===== src/rtl/evt_regif_pkg.sv =====
package evt_regif_pkg;
  localparam int ADDR_W = 12;
  localparam logic [ADDR_W-1:0] OFF_MODE     = 12'h000;
  localparam logic [ADDR_W-1:0] OFF_COUNT    = 12'h008;
  localparam logic [ADDR_W-1:0] OFF_CFG      = 12'h00C;
  localparam logic [ADDR_W-1:0] OFF_TRIG_ON  = 12'h028;
  localparam logic [ADDR_W-1:0] OFF_TRIG_OFF = 12'h02C;
  localparam logic [ADDR_W-1:0] OFF_DATA     = 12'h100;

  typedef enum logic [2:0] {
    SEL_NONE, SEL_MODE, SEL_COUNT, SEL_CFG, SEL_DATA
  } rd_sel_e;

  function automatic rd_sel_e decode_rd(input logic [ADDR_W-1:0] a);
    case (a)
      OFF_MODE:  return SEL_MODE;
      OFF_COUNT: return SEL_COUNT;
      OFF_CFG:   return SEL_CFG;
      OFF_DATA:  return SEL_DATA;
      default:   return SEL_NONE;
    endcase
  endfunction
endpackage


===== src/rtl/evt_ctrl_regs.sv =====
module evt_ctrl_regs
  import evt_regif_pkg::*;
#(
  parameter int DATA_W = 32,
  parameter int MODE_W = 4
) (
  input  logic              clk_i,
  input  logic              rst_ni,
  input  logic              wr_en_i,
  input  logic [ADDR_W-1:0] addr_i,
  input  logic [DATA_W-1:0] wdata_i,
  output logic [DATA_W-1:0] cfg_o,
  output logic [MODE_W-1:0] mode_o,
  output logic              trig_en_o
);
  always_ff @(posedge clk_i or negedge rst_ni) begin
    if (!rst_ni) begin
      cfg_o     <= '0;
      mode_o    <= '0;
      trig_en_o <= 1'b0;
    end else if (wr_en_i) begin
      case (addr_i)
        OFF_CFG:      cfg_o     <= wdata_i;
        OFF_MODE:     mode_o    <= wdata_i[MODE_W-1:0];
        OFF_TRIG_ON:  trig_en_o <= 1'b1;
        OFF_TRIG_OFF: trig_en_o <= 1'b0;
        default: ;
      endcase
    end
  end


  trig_on_chk: assert property (@(posedge clk_i) disable iff (!rst_ni)
    (wr_en_i && addr_i == OFF_TRIG_ON) |=> trig_en_o);

  trig_off_chk: assert property (@(posedge clk_i) disable iff (!rst_ni)
    (wr_en_i && addr_i == OFF_TRIG_OFF) |=> !trig_en_o);

  cfg_hold_chk: assert property (@(posedge clk_i) disable iff (!rst_ni)
    !(wr_en_i && addr_i == OFF_CFG) |=> $stable(cfg_o));
endmodule


===== src/rtl/evt_store.sv =====
module evt_store #(
  parameter int EV_W   = 64,
  parameter int WORD_W = 32,
  parameter int DEPTH  = 16,
  localparam int PTR_W = $clog2(DEPTH),
  localparam int CNT_W = $clog2(DEPTH + 1),
  localparam int WORDS = EV_W / WORD_W,
  localparam int SEL_W = (WORDS > 1) ? $clog2(WORDS) : 1
) (
  input  logic              clk_i,
  input  logic              rst_ni,
  input  logic              push_i,
  input  logic [EV_W-1:0]   push_data_i,
  input  logic              pop_i,
  output logic [WORD_W-1:0] word_o,
  output logic [CNT_W-1:0]  count_o,
  output logic              ovf_o
);
  logic [EV_W-1:0]  mem [DEPTH];
  logic [PTR_W-1:0] wr_ptr, rd_ptr;
  logic [SEL_W-1:0] word_sel;
  logic [EV_W-1:0]  head;
  logic empty, full, do_push, pop_word, pop_evt, last_word;

  assign empty     = (count_o == '0);
  assign full      = (count_o == CNT_W'(DEPTH));
  assign do_push   = push_i && !full;
  assign last_word = (word_sel == SEL_W'(WORDS - 1));
  assign pop_word  = pop_i && !empty;
  assign pop_evt   = pop_word && last_word;

  always_comb begin
    head   = mem[rd_ptr];
    word_o = empty ? '0 : head[int'(word_sel)*WORD_W +: WORD_W];
  end

  always_ff @(posedge clk_i) begin
    if (do_push) mem[wr_ptr] <= push_data_i;
  end

  always_ff @(posedge clk_i or negedge rst_ni) begin
    if (!rst_ni) begin
      wr_ptr   <= '0;
      rd_ptr   <= '0;
      word_sel <= '0;
      count_o  <= '0;
      ovf_o    <= 1'b0;
    end else begin
      if (do_push)
        wr_ptr <= (wr_ptr == PTR_W'(DEPTH - 1)) ? '0 : wr_ptr + PTR_W'(1);
      if (pop_evt) begin
        rd_ptr   <= (rd_ptr == PTR_W'(DEPTH - 1)) ? '0 : rd_ptr + PTR_W'(1);
        word_sel <= '0;
      end else if (pop_word) begin
        word_sel <= word_sel + SEL_W'(1);
      end
      count_o <= count_o + CNT_W'(do_push) - CNT_W'(pop_evt);
      if (push_i && full) ovf_o <= 1'b1;
    end
  end


  cnt_bound_chk: assert property (@(posedge clk_i) disable iff (!rst_ni)
    count_o <= CNT_W'(DEPTH));

  ovf_sticky_chk: assert property (@(posedge clk_i) disable iff (!rst_ni)
    ovf_o |=> ovf_o);

  ovf_set_chk: assert property (@(posedge clk_i) disable iff (!rst_ni)
    (push_i && count_o == CNT_W'(DEPTH) && !pop_i) |=> (ovf_o && count_o == CNT_W'(DEPTH)));

  empty_pop_chk: assert property (@(posedge clk_i) disable iff (!rst_ni)
    (pop_i && count_o == '0 && !push_i) |=> (count_o == '0 && $stable(word_sel)));

  first_word_chk: assert property (@(posedge clk_i) disable iff (!rst_ni)
    (pop_i && !push_i && count_o != '0 && word_sel == '0) |=> $stable(count_o));
endmodule


===== src/rtl/evt_fifo_regif.sv =====
module evt_fifo_regif
  import evt_regif_pkg::*;
#(
  parameter int DATA_W = 32,
  parameter int CHAN_N = 64,
  parameter int DEPTH  = 16,
  parameter int MODE_W = 4,
  localparam int CNT_W = $clog2(DEPTH + 1)
) (
  input  logic              clk_i,
  input  logic              rst_ni,
  input  logic [ADDR_W-1:0] addr_i,
  input  logic              wr_en_i,
  input  logic              rd_en_i,
  input  logic [DATA_W-1:0] wdata_i,
  output logic [DATA_W-1:0] rdata_o,
  input  logic              event_valid_i,
  input  logic [CHAN_N-1:0] event_bits_i,
  output logic              trig_en_o,
  output logic [DATA_W-1:0] cfg_o,
  output logic [MODE_W-1:0] mode_o
);
  logic [DATA_W-1:0] fifo_word, count_word, rd_next;
  logic [CNT_W-1:0]  ev_count;
  logic              ovf, push, pop;
  rd_sel_e           sel;

  evt_ctrl_regs #(.DATA_W(DATA_W), .MODE_W(MODE_W)) u_regs (
    .clk_i, .rst_ni, .wr_en_i, .addr_i, .wdata_i,
    .cfg_o, .mode_o, .trig_en_o
  );

  assign sel  = decode_rd(addr_i);
  assign push = event_valid_i && trig_en_o;
  assign pop  = rd_en_i && (sel == SEL_DATA);

  evt_store #(.EV_W(CHAN_N), .WORD_W(DATA_W), .DEPTH(DEPTH)) u_store (
    .clk_i, .rst_ni,
    .push_i(push), .push_data_i(event_bits_i), .pop_i(pop),
    .word_o(fifo_word), .count_o(ev_count), .ovf_o(ovf)
  );

  always_comb begin
    count_word = '0;
    count_word[CNT_W-1:0] = ev_count;
    count_word[DATA_W-1]  = ovf;
    case (sel)
      SEL_MODE:  rd_next = DATA_W'(mode_o);
      SEL_COUNT: rd_next = count_word;
      SEL_CFG:   rd_next = cfg_o;
      SEL_DATA:  rd_next = fifo_word;
      default:   rd_next = '0;
    endcase
  end

  always_ff @(posedge clk_i or negedge rst_ni) begin
    if (!rst_ni)      rdata_o <= '0;
    else if (rd_en_i) rdata_o <= rd_next;
  end


  gate_evt_chk: assert property (@(posedge clk_i) disable iff (!rst_ni)
    (!trig_en_o && !pop) |=> $stable(ev_count));

  rdata_hold_chk: assert property (@(posedge clk_i) disable iff (!rst_ni)
    !rd_en_i |=> $stable(rdata_o));
endmodule


===== config.mk =====
export PLATFORM = sky130hd
export DESIGN_NAME = evt_fifo_regif
export DESIGN_NICKNAME = d
export VERILOG_FILES = /design/src/rtl/evt_regif_pkg.sv /design/src/rtl/evt_ctrl_regs.sv /design/src/rtl/evt_store.sv /design/src/rtl/evt_fifo_regif.sv
export SDC_FILE = /design/constraint.sdc
export NUM_CORES = 1
export LEC_CHECK = 0
export ABC_AREA = 1
export ABC_CLOCK_PERIOD_IN_PS = 4250
export BUFFER_PORTS_ARGS = -buffer_cell sky130_fd_sc_hd__buf_2
export CELL_PAD_IN_SITES_DETAIL_PLACEMENT = 0
export CELL_PAD_IN_SITES_GLOBAL_PLACEMENT = 1
export CORE_MARGIN = 4
export CORE_UTILIZATION = 40
export DETAILED_ROUTE_END_ITERATION = 8
export PLACE_DENSITY = 0.77
export SYNTH_ARGS = -nofsm -noshare
export SYNTH_HDL_FRONTEND = slang
export SYNTH_HIERARCHICAL = 1
export SYNTH_SLANG_ARGS = --single-unit
export TNS_END_PERCENT = 10

===== constraint.sdc =====
create_clock -name clk_i -period 4.25 [get_ports clk_i]
set_clock_uncertainty 0.15 [all_clocks]
set_input_delay 0.2125 -clock clk_i [delete_from_list [all_inputs] [get_ports clk_i]]
set_output_delay 0.2125 -clock clk_i [all_outputs]
set_load 0.01 [all_outputs]

==> flow_summary.ini <==
[power_and_ir_drop]
power_density_relative_to_cell_area_nw_per_um2 = 474.1
vdd_drop_max_v = 0.0003427
cellLeakagePower_nw = 20.15

[layout]
final_design_area_no_fill_um2 = 52860
fillCellCount = 10130
final_non_filler_cell_total = 5876
area_growth_pct = 16.78
finish.net_count = 4399
ff_latch_area_um2 = 32860
multiInputGateArea_um2 = 11210
drive_above_1_share = 0.1128

[place]
placed_cells = 5536
dpl.hpwl_um = 72770
place_congestion = 0.8138
numPortBuffers = 181
placedInstanceArea_um2 = 47920

[logic_synthesis]
synth-main-ff-cell = edfxtp_1
netlist_area_um2 = 45260
synth-edff-count = 1024
synthesized_area_fraction_occupied_by_ao_oa_aoi_and_oai_cells = 0.01952
postSynth.asyncResetShare = 0.07581
yosysWarningCount = 6
synth_adder_area_share = 0.003483
synth_seq_cells = 1108
synth_net_count = 4119
syn-mean-instance-area_um2 = 11.33
mux_cell_area_share_after_synthesis = 0
synth-xor-area-share = 0.001161
dominant_combinational_cell_family_by_area_after_synthesis = simple AND/OR/NAND/NOR gates
synthSimpleGateAreaFrac = 0.2207
synth.lib_cells_used.distinct = 32
synth_sequential_area_ratio = 0.7258
mapped_cells = 3994

[timing]
fin_hold_ws_ns = 0.06309
final_period_minus_worst_setup_slack_ns = 3.159
timing_worst_slew_pin_value_ns = 1.118
drv_slew = 0
slew-limit-headroom = 0.2526
final_hold_fails = 0
setup_viol = 0
setup_tns_ns = 0
grt_setup_unrepaired = no
period_share = 0.7434
maxClockFrequency_mhz = 316.5

[worst_setup_path]
setup.worst_path.start_class = flip-flop
crit_arrival_ns = 3.64
worst-setup-path-type = flip-flop to flip-flop
endpoint_kind = flip-flop
longest_individual_stage_delay_on_the_worst_path_ns = 0.80
critPathSlowestCell = inv_2
timing.critical_path.required_ns = 4.73
critical_path_peak_fanout = 30
crit_path_frequent_cell = nand2_1
worstPathCellList = inv_2 > buf_4 > a21oi_1 > nand3_1 > nand3_1 > a21oi_1 > nand2_2 > nand2_1 > nand2_1 > nand2_1

[clock_network]
num_cts_buffers = 114
clkLatencyLatePin_ns = 0.74
tritoncts = yes
clkSlewWorstSetupHoldPaths_ns = 0.06
clock_tree.buffer_depth = 3
htree_num_levels = 3
cts.root.buffer_cell = clkbuf_16
cts_sinks = 1108

[route]
wire_per_inst_um = 22.67
route.final.wire_length_um = 133200
number_of_violations_reported_at_the_end_of_detailed_routing_iteration_0 = 3069
ant_nets = 0
routed_vias_inst = 5.351
drtPass1Iterations = 6
route.vias.total = 31440
drt_drc_violations_left = 0

[grt]
total_congestion_overflow = 0
first_global_vias = 29950
grt_max_degree = 142
global_route_wire_length_before_repair_um = 195600
track_usage = 0.2210
number_of_antenna_violations_at_the_first_check_in_global_routing = 8

[floorplanning]
die_area_um2 = 118600
core_region_area_um2 = 112300
fp-row-count = 123
die_width_um = 344.4
boundaryPins = 182
effective_utilization_at_floorplan = 0.4029
die_h_um = 344.4

[min_path]
worst_hold_path_class = input pin to flip-flop

[flow_run]
maxCapViolations = 0

[outcome]
status = finished, final reports clean
[state kept, by name, indices dropped and copies added, names as in the netlist]
signal / flops
rdata_o: 32
u_regs/mode_o: 4
u_store/last_word: 1
u_regs/cfg_o: 32
u_store/wr_ptr: 4
u_regs/trig_en_o: 1
u_store/mem: 1024
u_store/count_o: 5
u_store/rd_ptr: 4
u_store/ovf_o: 1
[synthesized netlist by cell type, types with 2 or more instances]
master / instances / area (um2)
buf_4: 12 / 90.09
inv_2: 5 / 18.77
nor2_2: 8 / 50.05
nor2_1: 63 / 236.5
buf_2: 142 / 710.7
clkbuf_1: 49 / 183.9
buf_12: 2 / 40.04
nand3_1: 642 / 3213
nand2_1: 1674 / 6284
nand4_1: 3 / 18.77
edfxtp_1: 1024 / 30750
xor2_1: 4 / 35.03
nand2_2: 21 / 131.4
buf_1: 23 / 86.33
buf_6: 4 / 45.04
a21oi_1: 164 / 820.8
o21ai_0: 7 / 35.03
inv_1: 34 / 127.6
dfrtp_1: 84 / 2102
ha_1: 11 / 137.6
nor2_4: 2 / 22.52
nor3_1: 2 / 10.01
o21ai_1: 4 / 20.02
xnor2_1: 2 / 17.52
[report_power, final]
group | switching (mW) | internal [mW] | total [mW]
clock | 4.23 | 5.65 | 9.88
combinational | 1.53 | 0.456 | 1.99
sequential | 0.218 | 13.0 | 13.2
[final timing paths]
| kind | cells past startpoint | startpoint | slack, ns | endpoint |
|---|---|---|---|---|
| max in group asynchronous | 4 | rst_ni | 1.80 | u_regs/cfg_o[18] |
| worst max-delay path | 10 | u_store/rd_ptr[3] | 1.09 | rdata_o[15] |
| min in group asynchronous | 3 | rst_ni | 0.50 | rdata_o[15] |
| worst min-delay path | 8 | addr_i[2] | 0.06 | rdata_o[31] |
| worst max register to register | 10 | u_store/rd_ptr[3] | 1.09 | rdata_o[15] |
| worst min register to register | 2 | rdata_o[4] | 0.32 | rdata_o[4] |
[layer usage]
| metal | global-route usage | routed length [um] |
|---|---|---|
| met2 | 0.3702 | 65290 |
| met1 | 0.2961 | 53290 |
| met4 | 0.07280 | 4326 |
| met5 | 0 | 0 |
| met3 | 0.03442 | 10320 |
[critical path: cells and delay by family, from the launching register on]
| kind | cells | cell delay, ns |
|---|---|---|
| flip-flops | 1 | 0.63 |
| AND/OR/NAND/NOR | 6 | 0.68 |
| AO/OA/AOI/OAI | 2 | 0.44 |
| buffers and inverters | 2 | 1.18 |
[kinds of logic after synthesis]
logic type	count (synthesis)
DFF	1108
and+or+nand+nor	2418
buffers and inverters	274
xor gates and xnor gates	6
adders and majority gates	12
AOI/OAI and AO/OA	176
[final cells by class]
| type | count | share of cell area |
|---|---|---|
| Multi-Input combinational cell | 2612 | 0.2121 |
| Timing Repair Buffer | 397 | 0.05695 |
| Clock buffer | 132 | 0.05603 |
| Sequential cell | 1108 | 0.6218 |
| Antenna cell | 6 | 0.0002841 |
| Tap cell | 1500 | 0.03551 |
| Clock inverter | 80 | 0.01387 |
| Inverter | 41 | 0.003456 |
[cell usage in the layout, fill, tap and decap left out, types with 3 or more instances in the layout]
master / count
a21oi_1: 164
inv_1: 34
xor2_1: 4
clkbuf_1: 15
buf_12: 14
inv_6: 5
clkinv_1: 40
clkinv_16: 3
edfxtp_1: 1024
diode_2: 6
o21ai_1: 4
nor2_4: 19
o21ai_0: 7
nand2_1: 1673
dfrtp_4: 3
nand2_2: 22
nor2_1: 46
dfrtp_1: 80
nand4_1: 3
buf_2: 180
buf_4: 81
clkinv_2: 20
clkbuf_16: 115
nor2_2: 8
nand3_1: 642
bufinv_16: 11
dlygate4sd3_1: 122
ha_1: 11
[through the flow]
| stage | worst slack [ns] | util | power [mW] |
|---|---|---|---|
| after global routing | 0.9463 | 0.4704 | 25.86 |
| after detailed placement | 1.174 | 0.4266 | 15.30 |
| after CTS | 1.149 | 0.4703 | 25.20 |
| final | 1.091 | 0.4705 | 25.06 |
| after floorplan | -0.1480 | - | 14.35 |
| after global placement | 1.172 | 0.4266 | 15.25 |
[what timing repair did]
item,in CTS,in global routing
hold endpoints to repair,1149,0
hold buffers,122,0
buffers inserted,0,0
resized for setup,0,0
(Power assumes the default switching activity.)
